===== src/rtl/pll_cfg_pkg.sv =====
package pll_cfg_pkg;
  localparam int CTRL_OFS   = 0;
  localparam int STAT_OFS   = 1;
  localparam int ST_LOCK    = 0;
  localparam int ST_OFF     = 2;
  localparam int ST_LIMP    = 3;
  localparam int ST_LCLR    = 4;
  localparam int ST_OSCOFF  = 5;
  localparam int ST_MCDOFF  = 6;
  localparam int ST_DIV_LO  = 7;

  typedef enum logic [1:0] {
    DIV_QUARTER0 = 2'd0,
    DIV_QUARTER1 = 2'd1,
    DIV_HALF     = 2'd2,
    DIV_UNITY    = 2'd3
  } postdiv_e;

  typedef struct packed {
    logic pll_off;
    logic osc_off;
    logic mcd_off;
  } stat_ctl_t;
endpackage


===== src/rtl/pll_lock_timer.sv =====
module pll_lock_timer #(
  parameter int LOCK_CYCLES = 16
) (
  input  logic clk,
  input  logic rst,
  input  logic start,
  output logic locked
);
  localparam int CNT_W = (LOCK_CYCLES > 1) ? $clog2(LOCK_CYCLES) : 1;
  localparam logic [CNT_W-1:0] CNT_LOAD = CNT_W'(LOCK_CYCLES - 1);

  logic [CNT_W-1:0] cnt_q;

  always_ff @(posedge clk) begin
    if (rst) begin
      locked <= 1'b1;
      cnt_q  <= '0;
    end else if (start) begin
      locked <= 1'b0;
      cnt_q  <= CNT_LOAD;
    end else if (!locked) begin
      if (cnt_q == '0) begin
        locked <= 1'b1;
      end else begin
        cnt_q <= cnt_q - 1'b1;
      end
    end
  end
endmodule


===== src/rtl/pll_limp_tracker.sv =====
module pll_limp_tracker (
  input  logic clk,
  input  logic rst,
  input  logic clk_missing,
  input  logic detect_off,
  input  logic clear_req,
  output logic limp
);
  logic raise;

  assign raise = clk_missing && !detect_off;

  always_ff @(posedge clk) begin
    if (rst) begin
      limp <= 1'b0;
    end else if (raise) begin
      limp <= 1'b1;
    end else if (clear_req) begin
      limp <= 1'b0;
    end
  end
endmodule


===== src/rtl/pll_ratio_calc.sv =====
module pll_ratio_calc import pll_cfg_pkg::*; #(
  parameter int MULT_W = 4
) (
  input  logic              clk,
  input  logic              rst,
  input  logic [MULT_W-1:0] mult,
  input  postdiv_e          divsel,
  output logic [MULT_W-1:0] num,
  output logic [2:0]        den
);
  logic [MULT_W-1:0] m_eff;

  assign m_eff = (mult == '0) ? MULT_W'(1) : mult;

  always_ff @(posedge clk) begin
    if (rst) begin
      num <= MULT_W'(1);
      den <= 3'd4;
    end else begin
      unique case (divsel)
        DIV_UNITY: begin
          num <= MULT_W'(1);
          den <= 3'd1;
        end
        DIV_HALF: begin
          num <= m_eff;
          den <= 3'd2;
        end
        default: begin
          num <= m_eff;
          den <= 3'd4;
        end
      endcase
    end
  end
endmodule


===== src/rtl/pll_cfg_ctrl.sv =====
module pll_cfg_ctrl import pll_cfg_pkg::*; #(
  parameter int DATA_W      = 16,
  parameter int ADDR_W      = 4,
  parameter int MULT_W      = 4,
  parameter int MULT_MAX    = 10,
  parameter int LOCK_CYCLES = 16
) (
  input  logic              clk,
  input  logic              por_rst,
  input  logic              wdog_rst,
  input  logic              dbg_rst,
  input  logic              prot_en,
  input  logic              wr_en,
  input  logic [ADDR_W-1:0] addr,
  input  logic [DATA_W-1:0] wdata,
  output logic [DATA_W-1:0] rdata,
  input  logic              mclk_fail,
  output logic              pll_locked,
  output logic              limp,
  output logic [MULT_W-1:0] mult,
  output logic [1:0]        divsel,
  output logic [MULT_W-1:0] ratio_num,
  output logic [2:0]        ratio_den
);
  localparam logic [ADDR_W-1:0] A_CTRL   = ADDR_W'(CTRL_OFS);
  localparam logic [ADDR_W-1:0] A_STAT   = ADDR_W'(STAT_OFS);
  localparam logic [MULT_W-1:0] M_LIMIT  = MULT_W'(MULT_MAX);

  logic              cfg_rst;
  logic              sel_ctrl;
  logic              sel_stat;
  logic [MULT_W-1:0] wr_m;
  postdiv_e          wr_div;
  logic              m_ok_range;
  logic              m_div_busy;
  logic              m_accept;
  logic              div_accept;
  logic              limp_clear;
  logic [MULT_W-1:0] mult_q;
  postdiv_e          div_q;
  stat_ctl_t         ctl_q;
  logic              locked_w;
  logic              limp_w;
  logic [DATA_W-1:0] ctrl_view;
  logic [DATA_W-1:0] stat_view;
  logic [DATA_W-1:0] rd_mux;
  logic              unused_wdata;

  assign cfg_rst  = por_rst | wdog_rst;
  assign sel_ctrl = wr_en && prot_en && (addr == A_CTRL);
  assign sel_stat = wr_en && prot_en && (addr == A_STAT);

  // multiplier write gating
  assign wr_m       = wdata[MULT_W-1:0];
  assign m_ok_range = (wr_m <= M_LIMIT);
  assign m_div_busy = (div_q == DIV_QUARTER1) || (div_q == DIV_HALF);
  assign m_accept   = sel_ctrl && m_ok_range && !m_div_busy && !limp_w
                   && !(ctl_q.pll_off && (wr_m != '0))
                   && !((div_q == DIV_UNITY) && (wr_m != '0));

  // post-divider write gating
  assign wr_div     = postdiv_e'(wdata[ST_DIV_LO+1:ST_DIV_LO]);
  assign div_accept = sel_stat &&
                      ((wr_div == DIV_QUARTER0) ||
                       (locked_w && ((wr_div != DIV_UNITY) || (mult_q == '0))));
  assign limp_clear = sel_stat && wdata[ST_LCLR];

  always_ff @(posedge clk) begin
    if (cfg_rst) begin
      mult_q <= '0;
    end else if (m_accept) begin
      mult_q <= wr_m;
    end
  end

  always_ff @(posedge clk) begin
    if (cfg_rst) begin
      div_q <= DIV_QUARTER0;
      ctl_q <= '0;
    end else if (sel_stat) begin
      ctl_q.pll_off <= wdata[ST_OFF];
      ctl_q.osc_off <= wdata[ST_OSCOFF];
      ctl_q.mcd_off <= wdata[ST_MCDOFF];
      if (div_accept) begin
        div_q <= wr_div;
      end
    end
  end

  pll_lock_timer #(
    .LOCK_CYCLES(LOCK_CYCLES)
  ) u_lock (
    .clk   (clk),
    .rst   (cfg_rst),
    .start (m_accept),
    .locked(locked_w)
  );

  pll_limp_tracker u_limp (
    .clk        (clk),
    .rst        (cfg_rst),
    .clk_missing(mclk_fail),
    .detect_off (ctl_q.mcd_off),
    .clear_req  (limp_clear),
    .limp       (limp_w)
  );

  pll_ratio_calc #(
    .MULT_W(MULT_W)
  ) u_ratio (
    .clk   (clk),
    .rst   (cfg_rst),
    .mult  (mult_q),
    .divsel(div_q),
    .num   (ratio_num),
    .den   (ratio_den)
  );

  // read views with reserved bits forced low
  always_comb begin
    ctrl_view = '0;
    ctrl_view[MULT_W-1:0] = mult_q;
    stat_view = '0;
    stat_view[ST_LOCK]              = locked_w;
    stat_view[ST_OFF]               = ctl_q.pll_off;
    stat_view[ST_LIMP]              = limp_w;
    stat_view[ST_OSCOFF]            = ctl_q.osc_off;
    stat_view[ST_MCDOFF]            = ctl_q.mcd_off;
    stat_view[ST_DIV_LO+1:ST_DIV_LO] = div_q;
    unique case (addr)
      A_CTRL:  rd_mux = ctrl_view;
      A_STAT:  rd_mux = stat_view;
      default: rd_mux = '0;
    endcase
  end

  always_ff @(posedge clk) begin
    if (cfg_rst || dbg_rst) begin
      rdata <= '0;
    end else begin
      rdata <= rd_mux;
    end
  end

  assign unused_wdata = ^{wdata};

  assign pll_locked = locked_w;
  assign limp       = limp_w;
  assign mult       = mult_q;
  assign divsel     = div_q;
endmodule


===== config.mk =====
export PLATFORM = sky130hd
export DESIGN_NAME = pll_cfg_ctrl
export DESIGN_NICKNAME = d
export VERILOG_FILES = /design/src/rtl/pll_cfg_pkg.sv /design/src/rtl/pll_lock_timer.sv /design/src/rtl/pll_limp_tracker.sv /design/src/rtl/pll_ratio_calc.sv /design/src/rtl/pll_cfg_ctrl.sv
export SDC_FILE = /design/constraint.sdc
export NUM_CORES = 1
export LEC_CHECK = 0
export ABC_CLOCK_PERIOD_IN_PS = 3300
export BUFFER_PORTS_ARGS = -buffer_cell sky130_fd_sc_hd__clkbuf_2
export CAP_MARGIN = 20
export CELL_PAD_IN_SITES_DETAIL_PLACEMENT = 0
export CELL_PAD_IN_SITES_GLOBAL_PLACEMENT = 1
export CORE_MARGIN = 4
export CORE_UTILIZATION = 35
export DETAILED_ROUTE_END_ITERATION = 10
export GPL_TIMING_DRIVEN = 0
export PLACE_DENSITY = 0.81
export SLEW_MARGIN = 20
export SYNTH_ARGS = -nofsm -noshare
export SYNTH_HDL_FRONTEND = slang
export SYNTH_SLANG_ARGS = --single-unit

===== constraint.sdc =====
create_clock -name clk -period 3.3 [get_ports clk]
set_clock_uncertainty 0.1 [all_clocks]
set_input_delay 0.495 -clock clk [delete_from_list [all_inputs] [get_ports clk]]
set_output_delay 0.495 -clock clk [all_outputs]
set_load 0.03 [all_outputs]

# After elaboration in Yosys (flattened, before gate mapping)
# Cells that the tools add are included.
[op_classes] n_lt_le_gt_ge=1 muxes=10 n_addsub=1 n_shift=0 reduce_logical=32 n_mul=0 n_div=0 bitwise_logic=1 n_eq_ne=7
[op_table] op="case mux 9 bit (2 select lines)" n=1
[op_table] op="logical AND 1 bit" n=14
[op_table] op="zero test 4 bit" n=3
[op_table] op="two-way mux 4 bit" n=3
[op_table] op="!= test 2 bit (second input constant)" n=3
[op_table] op="case mux 3 bit (2 select lines)" n=1
[op_table] op="zero test 1 bit" n=5
[op_table] op="two-way mux 1 bit" n=5
[op_table] op="equality test 2 bit (second input constant)" n=2
[op_table] op="equality test 4 x 1 -> 1 bit (second input constant)" n=1
[op_table] op="<= comparator 4 bit (second input constant)" n=1
[op_table] op="logical OR 1 bit" n=4
[op_table] op="AND reduction 2 bit" n=2
[op_table] op="nonzero test 4 bit" n=1
[op_table] op="subtractor 4 x 1 -> 4 bit (second input constant)" n=1
[op_table] op="OR reduction 3 bit" n=1
[op_table] op="equality test 2 x 1 -> 1 bit (second input constant)" n=1
[op_table] op="zero test 2 bit" n=1
[op_table] op="nonzero test 2 bit" n=1
[op_table] op="bitwise OR 1 bit" n=1
[word_totals] wordCells=63 ramBits=0 ff_bits=38 rom_bits=0 n_memories=0 latch_bits=0 in_bits=27 output_inout_bits=31

# Logic depth before layout (Yosys ltp)
# Gate-level depths: netlist (run 1).
[logic_depth] ltp_word=9 mapped_depth=6 ltp_nobuf=5

# Cells and area by module
# Synthesis (run 1) repeated with hierarchy kept, for this count alone.
[hier_totals] hier_cells=132 area_unflattened_um2=1263.7
[by_module_without_submodules] module="pll_cfg_ctrl" cells_each=85 area_each_um2=790.8 seq_area_each_um2=340.3 n_inst=1
[by_module_without_submodules] module="pll_lock_timer" cells_each=26 area_each_um2=234.0 seq_area_each_um2=100.1 n_inst=1
[by_module_without_submodules] module="pll_ratio_calc" cells_each=17 area_each_um2=197.7 seq_area_each_um2=140.1 n_inst=1
[by_module_without_submodules] module="pll_limp_tracker" cells_each=4 area_each_um2=41.3 seq_area_each_um2=20.0 n_inst=1

# Worst setup path after synthesis (run 1)
# No wires, ideal clock.
[synth_path] kind="register to register" startpoint="register div_q[1], in the netlist divsel[1]" endpoint="register mult_q[0], in the netlist mult[0]" path_stages_with_launch=6 setup_time_ps=72 required_ps=3128 synth_period_minus_slack_ps=1849 t_arrival_ps=1678 path_buffers=1 path_slack_ps=1451 cell_sequence="dfxtp_1 ha_1 a2111oi_1 o311a_1 buf_2 mux2i_1"
[synth_via] elab_chain_cells=7 elab_cells_between_ends=11 cone_classes="eq/ne (3); reduce/logical (8)"
[synth_lines] item="start, declared" line="pll_cfg_ctrl.sv:40" source="postdiv_e div_q;"
[synth_lines] item="start signal, assigned" line="pll_cfg_ctrl.sv:85" source="div_q <= wr_div;"
[synth_lines] item="equality test 2 x 1 -> 1 bit or equality test 2 bit (tied branches)" line="pll_cfg_ctrl.sv:56" source="assign m_div_busy = (div_q == DIV_QUARTER1) || (div_q == DIV_HALF);"
[synth_lines] item="logical OR 1 bit" line="pll_cfg_ctrl.sv:56"
[synth_lines] item="zero test 1 bit" line="pll_cfg_ctrl.sv:57" source="assign m_accept = sel_ctrl && m_ok_range && !m_div_busy && !limp_w"
[synth_lines] item="logical AND 1 bit (2 in series)" line="pll_cfg_ctrl.sv:57"
[synth_lines] item="logical AND 1 bit" line="pll_cfg_ctrl.sv:58" source="&& !(ctl_q.pll_off && (wr_m != '0))"
[synth_lines] item="logical AND 1 bit *" line="pll_cfg_ctrl.sv:59" source="&& !((div_q == DIV_UNITY) && (wr_m != '0));"
[synth_lines] item="end signal, assigned" line="pll_cfg_ctrl.sv:72" source="mult_q <= wr_m;"
[synth_lines] item="end, declared" line="pll_cfg_ctrl.sv:39" source="logic [MULT_W-1:0] mult_q;"
# Every way passes the cells marked *; elsewhere a longest branch is shown, timed or not.
# A chain may end at the register's enable or synchronous reset.

# Worst setup path in the final report (run 1)
[layout_path] startpoint="register div_q[1], in the netlist divsel[1]" endpoint="register mult_q[1], in the netlist mult[1]"
# The elaborated chain is that of the path after synthesis.

==> impl_results.md, run 1 <==
- M3 GR Usage: under 10%
- R2R depth: 5
- Setup TNS: 0 ps
- Slew Limit Fails: 0
- Final hold slack: 350 ps
- Vias per cell: a little under 5
- Crit. Startpoint: divsel[1]$_SDFFE_PP0P_
- Final period utilization: around 59%
- H-Tree Depth: 2
- Initial antenna violation count: 0
- Die H: 69.1 µm
- CP max-delay cell: a2111oi_1
- Worst Setup EP: mult[1]$_SDFFE_PP0P_
- Vias in the first global route: 1209
- Worst r2r src: divsel[1]$_SDFFE_PP0P_
- Sink Count: 30
- Seq/Total Area, Yosys: a little under half
- Nets: ~230
- PD cells: approximately 430 mW/mm²
- GR Overflow Total: 0
- First drt pass iteration count: 4
- # diodes: 0
- Core area: between 0.003 and 0.004 mm²
- Port bufs: 42
- Post-synth EDFFs: 0
- Number of routed nets with antenna violations: 0
- Yosys reg bits: 30
- Placed inst area: about 0.0016 mm²
- Fmax: about 510 MHz
- Starting density of the core: a little under two fifths
- Gr busiest metal: met2
- Commonest cells after routing, fill and taps aside: 43 x clkbuf_2, 30 x dfxtp_1, 9 x and2_1, 9 x nand2_1, 9 x a21oi_1
- Worst-path cell chain: ha_1 > a2111oi_1 > o311a_1 > buf_2 > mux2i_1
- Cell count after synthesis: about 140
- Critical path arrival: around 2100 ps
- Mapped cell area: between 0.001 and 0.0015 mm²
- Maximum Capacitance Violations: 0
- Number of warnings issued by yosys: 0
- Clk buf depth: 2
- Commonest non-fill, non-tap cell in the layout: clkbuf_2
- Crit path capture type: flop
- Grt met1 use: between 15 and 20%
- Worst-path fanout max: 6
- CP startpoint kind: flop
- Hold Crit Class: input pin to flop
- Met2 GRT Util: a little under a quarter
- DRC viols: 0
- Largest net degree at the start of global routing: 11
- Setup Buffers After CTS: 0
- DR iter-0 viols: 46
- Flop2flop setup slack: 1350 ps
- Die ar.: 0.00477 mm²
- Kind of critical path: flop to flop
- Crit path time final: roughly 1900 ps
- Clk_lat worst skew: roughly 280 ps
- Die W: between 60 and 70 µm
- First-pass GRT wire length: between 5000 and 6000 µm
- Clock root buffer: clkbuf_8
- Post-CTS Hold Buffers: 0
- Top-Level Pins: 58
- Layout cell share with drive strength beyond 1: between 30 and 40%
- DR vias: 1190
- Ys async rst share: 0%
- Yosys cell types: 39
- Slew HR: 43.6%
- Fillers: roughly 370
- Clock-pin transition on the worst setup and hold timing paths: about 70 ps
- Post-synth top flop: dfxtp_1
- Dpl hpwl: roughly 2500 µm
- Finished Layout Cells: ~240
- CTS resizes: 0
- Avg Cell Area, Syn: around 9.4 µm²
- CTS tree: done
- Worst-Margin Slew: roughly 840 ps
- WP data required: approximately 3400 ps
- Worst Hold Path Cells: 3
- Lkg Pwr: around 0.00073 µW
- Num rows: 21
- WL per Instance: around 13 µm
- Worst path max stage delay: 520 ps
- RSZ-0062 raised after global routing: no
- Final Hold Viols: 0
- Final setup violation count: 0
- CTS buffer count: 5
- Reg2reg end: mult[1]$_SDFFE_PP0P_
- VDD IR max: between 0.00015 and 0.0002 V
- Area grow syn2layout: 29.8%
- Fin area: around 0.0017 mm²
- Routed WL: 3110 µm
- Placed cells: 234
- Gr usage total: ~14%
- Status: finished clean
- Placer Congestion: 0.743
[cell families (layout without fill, tap and decap cells)]
family / after synthesis / count (layout) / share of synthesized area (%)
flip-flops: 30 / 30 / 46.0
AO/OA/AOI/OAI: 30 / 30 / 15.3
adder cells (fa/ha/maj): 4 / 4 / 3.83
other: 1 / 8 / 0.287
multiplexers: 5 / 5 / 3.83
AND/OR/NAND/NOR: 51 / 51 / 23.1
buffers and inverters: 18 / 68 / 7.66
[state kept, by name (all words and copies together) (netlist names)]
| name | flops |
|---|---|
| ctl_q | 3 |
| divsel | 2 |
| mult | 4 |
| rdata | 8 |
| u_limp.limp | 1 |
| u_lock.cnt_q | 4 |
| u_lock.locked | 1 |
| u_ratio.den | 3 |
| u_ratio.num | 4 |
[power by group]
part           leakage, µW  switching (µW)  total, µW  internal, µW
clock            0.0000472             138        305           167
sequential        0.000242            1.27        365           363
combinational     0.000439            38.7       61.7          23.0
total             0.000728             178        731           554
[layout make-up]
type	instances	area (µm²)	area share (%)
multi-input combinational	98	632	37.3
sequential	30	601	35.4
timing repair buffer	42	210	12.4
clock buffer	6	82.6	4.87
buffer	13	81.3	4.80
tap	46	57.6	3.39
inverter	5	18.8	1.11
clock inverter	2	12.5	0.738
[synthesized netlist by cell type (4+ instances only)]
master | number | share of area [%]
inv_1 | 5 | 1.4
a21oi_1 | 9 | 3.4
buf_4 | 8 | 4.6
dfxtp_1 | 30 | 46
ha_1 | 4 | 3.8
nand2_1 | 9 | 2.6
o21ai_0 | 7 | 2.7
and2_1 | 9 | 4.3
nor2_1 | 8 | 2.3
mux2i_1 | 5 | 3.8
[critical path: cells and delay by family, from the launching register on]
family	cells	cell delay, ps
compound gates	2	750
buf+inv	1	180
flops	1	370
mux	1	200
fa+ha+maj	1	280
[routing by layer]
metal	share of wire, %	wire length [µm]
met3	7.6	236
met1	45	1400
met5	0	0
met4	1.2	38
met2	46	1430
[worst min-delay path by stage]
stage,from,end
final,wdata[6],ctl_q[0]$_SDFFE_PP0P_
after global routing,wdata[5],ctl_q[1]$_SDFFE_PP0P_
after CTS,wdata[6],ctl_q[0]$_SDFFE_PP0P_
after detailed placement,ctl_q[1]$_SDFFE_PP0P_,rdata[5]$_SDFF_PP0_
after global placement,ctl_q[1]$_SDFFE_PP0P_,rdata[5]$_SDFF_PP0_
after floorplan,ctl_q[1]$_SDFFE_PP0P_,rdata[5]$_SDFF_PP0_
[metrics by stage]
stage	setup slack [ps]	utilization, %	power, µW
after detailed placement	1250	46.1	434
after global routing	1150	48.9	765
final	1350	48.9	731
after floorplan	1450	-	411
after CTS	1340	48.9	736
after global placement	1290	46.1	433
No activity file was read; power rests on OpenSTA's default activity.
==> inputs of run 2 (changes only) <==
Settings changed: ABC_CLOCK_PERIOD_IN_PS 3300 to 1600, CORE_UTILIZATION 35 to 30, PLACE_DENSITY 0.81 to 0.74.
Clock period 3.3 ns to 1.6 ns, I/O delays scaled along.
==> run 2 against run 1 <==
Against the previous run: routed wire length decreased by 1.4%; register-to-register slack lost 1300 ps; non-clock buffer count up 1; highest routed layer unchanged.
==> impl_results.md, run 2 (synthesis gave the netlist of run 1 again) <==
- Status: finished clean
- CTS tree: done
- H-Tree Depth: 2
- Gr usage total: between 10% and 20%
- Crit path time final: about 1600 ps
- Routed WL: slightly above 3000 µm
- VDD IR max: around 0.00044 V
- Maximum Capacitance Violations: 0
- Fin worst setup slack: approximately 39 ps
- Combinational share of power: under 10%
- Die H: 74.0 µm
- Final Core Density: a little over two fifths
- Worst-Margin Slew: between 800 and 900 ps
- Commonest cells after routing, fill and taps aside: 43 x clkbuf_2, 28 x dfxtp_1
- CTS buffer count: 5
- Pre-CTS WS: -173 ps
- Nets: approximately 230
- Largest Register: rdata
- Sequential share of power: between 50% and 60%
- Die ar.: approximately 0.0055 mm²
- Met2 GRT Util: 16.3%
- Placed inst area: approximately 0.0016 mm²
- PD cells: a little over 800 mW/mm²
- Sink Count: 30
- Slew HR: between 40% and 50%
- Initial antenna violation count: 0
- Crit path capture type: flop
- Clk network pwr share: slightly below 40%
- Vias per cell: 4.64
- Vias in the first global route: approximately 950
- Psw: roughly 350 µW
- Clk buf depth: 2
- Placed cells: 238
- First drt pass iteration count: 5
- GR Overflow Total: 0
- WP data required: 1700 ps
- Final setup violation count: 0
- Clock-pin transition on the worst setup and hold timing paths: approximately 60 ps
- Clk_lat worst skew: around 270 ps
- Layout cell share with drive strength beyond 1: a little over a third
- Worst-path fanout max: 5
- Fmax: ~640 MHz
- Largest net degree at the start of global routing: 11
- Lkg Pwr: roughly 0.00073 µW
- DRC viols: 0
- Slew Limit Fails: 0
- DR iter-0 viols: 55
- Dpl hpwl: 2390 µm
- Die W: approximately 74 µm
- DR vias: between 1000 and 1500
- Setup TNS: 0 ps
- Final period utilization: between 90% and 100%
- Commonest non-fill, non-tap cell in the layout: clkbuf_2
- CP startpoint kind: flop
- Number of routed nets with antenna violations: 0
- Core area: between 0.004 and 0.005 mm²
- Final Hold Viols: 0
- WL per Instance: 12.4 µm
- # diodes: 0
- Critical path arrival: approximately 1700 ps
- Port bufs: between 40 and 50
- Internal power: 1090 µW
- Placer Congestion: between 0.7 and 0.8
- First-pass GRT wire length: 4640 µm
- Switching share of total power: between 20% and 30%
- Area grow syn2layout: 34.4%
- RSZ-0062 raised after global routing: yes
- Top-Level Pins: 58
- Fin area: ~0.0018 mm²
- Kind of critical path: flop to flop
- Hold Crit Class: input pin to flop
- Finished Layout Cells: about 250
- Grt met1 use: approximately 15%
- Gr busiest metal: met2
- Clock root buffer: clkbuf_8
- M3 GR Usage: between 3 and 4%
- Num rows: 23
- Max reg flops: 8
- Starting density of the core: 31.7%
-- run 2: what timing repair did --
action / in CTS / in global routing
pin swaps: 1 / 2
resized for setup: 4 / 2
setup buffers: 0 / 1
hold buffers: 0 / 0
setup endpoints to repair: 7 / 5
hold endpoints to repair: 0 / 0
-- run 2: cell type report --
| class | count | area (µm²) |
|---|---|---|
| plain buffers | 13 | 87.6 |
| clock buffers | 5 | 68.8 |
| well taps | 50 | 62.6 |
| flip-flops and latches | 30 | 606 |
| fillers | 421 | 2360 |
| clock inverters | 2 | 10.0 |
| inverters | 5 | 21.3 |
| multi-input cells | 98 | 682 |
| repair buffers | 43 | 218 |
-- run 2: power groups by stage --
stage	logic (µW)	registers [µW]	clock network [µW]
2_1_floorplan	77.7	770	0
3_3_place_gp	131	767	0
3_5_place_dp	130	767	0
4_1_cts	132	751	571
5_1_grt	145	750	605
6_report	132	751	559
-- run 2: worst paths after layout --
path                               to  depth (start not counted)  slack, ps                   start
min          u_limp.limp$_SDFFE_PP0P_                          3        110               mclk_fail
min reg2reg       rdata[5]$_SDFF_PP0_                          1        360   ctl_q[1]$_SDFFE_PP0P_
max reg2reg      mult[2]$_SDFFE_PP0P_                          6         40  divsel[0]$_SDFFE_PP0P_
max              mult[2]$_SDFFE_PP0P_                          6         40  divsel[0]$_SDFFE_PP0P_
-- run 2: metal layers --
metal / vias up / part of all wire, %
met5: - / 0
li1: 603 / -
met2: 39 / 44
met4: 0 / 0.62
met3: 2 / 8.7
met1: 498 / 47
-- run 2: through the flow --
step                hold WS (ps)  total power (µW)
floorplan                    282               848
global placement             360               898
detailed placement           348               897
CTS                          106              1450
global route                 118              1500
finish                       107              1440
-- run 2: critical path, stage by stage, from the launching register on --
cell and delay (ps):
dfxtp_4 390, inv_4 50, ha_4 250, and4b_1 230, o311a_1 190, buf_6 130
mux2i_1 170
==> inputs of run 3 (changes only) <==
Settings changed: GPL_TIMING_DRIVEN 0 to not set.
==> run 3 against run 2 <==
Against the previous run: non-clock buffer count down 2; register-to-register slack about the same; combinational power is essentially flat; worst setup slack gained 13 ps; die area unchanged; fmax up 0.81%; flip-flop and latch count stayed put; critical path depth down 1.
==> impl_results.md, run 3 (synthesis gave the netlist of run 1 again) <==
- Starting density of the core: about a third
- PD cells: about 800 mW/mm²
- Finished Layout Cells: ~250
- Routed WL: about 3300 µm
- Crit path time final: approximately 1500 ps
- Pre-CTS WS: -41.7 ps
- Fmax: between 600 and 700 MHz
- Nets: 225
- Largest net degree at the start of global routing: 14
- Max reg flops: 8
- CTS buffer count: 5
- Critical path arrival: 1650 ps
- Final setup violation count: 0
- Setup TNS: 0 ps
- Crit path capture type: flop
- Placer Congestion: around 0.76
- Clk_lat worst skew: 280 ps
- Die W: 74.0 µm
- DRC viols: 0
- Worst hold start: wdata[6]
- Maximum Capacitance Violations: 0
- Commonest cells after routing, fill and taps aside: 42 x clkbuf_2, 28 x dfxtp_1, 12 x buf_4
- Lkg Pwr: about 0.00073 µW
- CP startpoint kind: flop
- Total power: around 1500 µW
- Vias in the first global route: 1138
- Placed cells: roughly 240
- Largest Register: rdata
- Status: finished clean
- Hold Crit Class: input pin to flop
- WL per Instance: 13.6 µm
- Core area: 0.00412 mm²
- Vias per cell: 4.86
- Sink Count: 30
- Initial antenna violation count: 0
- CTS tree: done
- Clock-pin transition on the worst setup and hold timing paths: ~70 ps
- WP data required: roughly 1700 ps
- Commonest non-fill, non-tap cell in the layout: clkbuf_2
- Slew HR: 62.6%
- Area grow syn2layout: 35.7%
- Clock root buffer: clkbuf_8
- Worst r2r src: divsel[0]$_SDFFE_PP0P_
- Layout cell share with drive strength beyond 1: between 30% and 40%
- VDD IR max: between 0.0003 and 0.0004 V
- Port bufs: between 40 and 50
- H-Tree Depth: 2
- Clk buf depth: 2
- Worst-Margin Slew: ~560 ps
- Final period utilization: 96.8%
- Dpl hpwl: 2600 µm
- GR Overflow Total: 0
- Worst-path fanout max: 5
- Die H: between 70 and 80 µm
- First drt pass iteration count: 4
- Crit. Startpoint: divsel[0]$_SDFFE_PP0P_
- Slew Limit Fails: 0
- Final hold slack: between 90 and 100 ps
- First-pass GRT wire length: between 5000 and 6000 µm
- DR iter-0 viols: 55
- DR vias: approximately 1200
- Gr usage total: 12.3%
- Die ar.: 0.00547 mm²
- Fin worst setup slack: between 50 and 60 ps
- Final Hold Viols: 0
- Num rows: 23
- Setup Buffers After CTS: 0
- Number of routed nets with antenna violations: 0
- Top-Level Pins: 58
- # diodes: 0
- Kind of critical path: flop to flop
-- run 3: worst paths after layout --
check                           slack (ps)                     to  depth (start not counted)
worst max-delay path                    50   mult[3]$_SDFFE_PP0P_                          5
worst min register to register         360    rdata[5]$_SDFF_PP0_                          1
worst min-delay path                   100  ctl_q[0]$_SDFFE_PP0P_                          3
worst max register to register          50   mult[3]$_SDFFE_PP0P_                          5
-- run 3: cell type report --
class,count,area (µm²)
inverter,5,18.8
tap,50,62.6
clock inverter,2,10.0
multi-input combinational,98,703
sequential,30,606
fill,413,2340
clock buffer,6,72.6
timing repair buffer,54,300
-- run 3: routing by layer --
layer / track usage (%) / vias to the layer above / share of wire, %
met5: 0 / - / 0
met4: 4.43 / 0 / 1.1
met3: 4.05 / 7 / 7.4
met2: 20.1 / 42 / 48
met1: 15.1 / 547 / 44
li1: - / 595 / -
-- run 3: power by group --
group | total, µW | internal [µW] | leakage, µW | switching [µW]
registers | 751 | 748 | 0.000243 | 3.02
logic | 131 | 46.5 | 0.000447 | 84.5
clock network | 579 | 301 | 0.0000450 | 278
total | 1460 | 1090 | 0.000735 | 366
-- run 3: timing repair --
action | CTS | global route
resized for setup | 1 | 5
pin swaps | 0 | 3
hold buffers | 0 | 0
endpoints found under the setup margin | 5 | 8
-- run 3: critical path: stages, from the launching register on --
cell,delay [ps]
dfxtp_4,370
inv_2,50
ha_4,250
and4b_1,250
o311a_4,260
mux2i_1,190
-- run 3: stage by stage --
| step | area [µm²] | utilization [%] |
|---|---|---|
| 6_report | 1770 | 43.1 |
| 3_3_place_gp | 1650 | 40.1 |
| 3_5_place_dp | 1650 | 40.1 |
| 5_1_grt | 1770 | 43.1 |
| 2_1_floorplan | 1370 | - |
| 4_1_cts | 1740 | 42.4 |
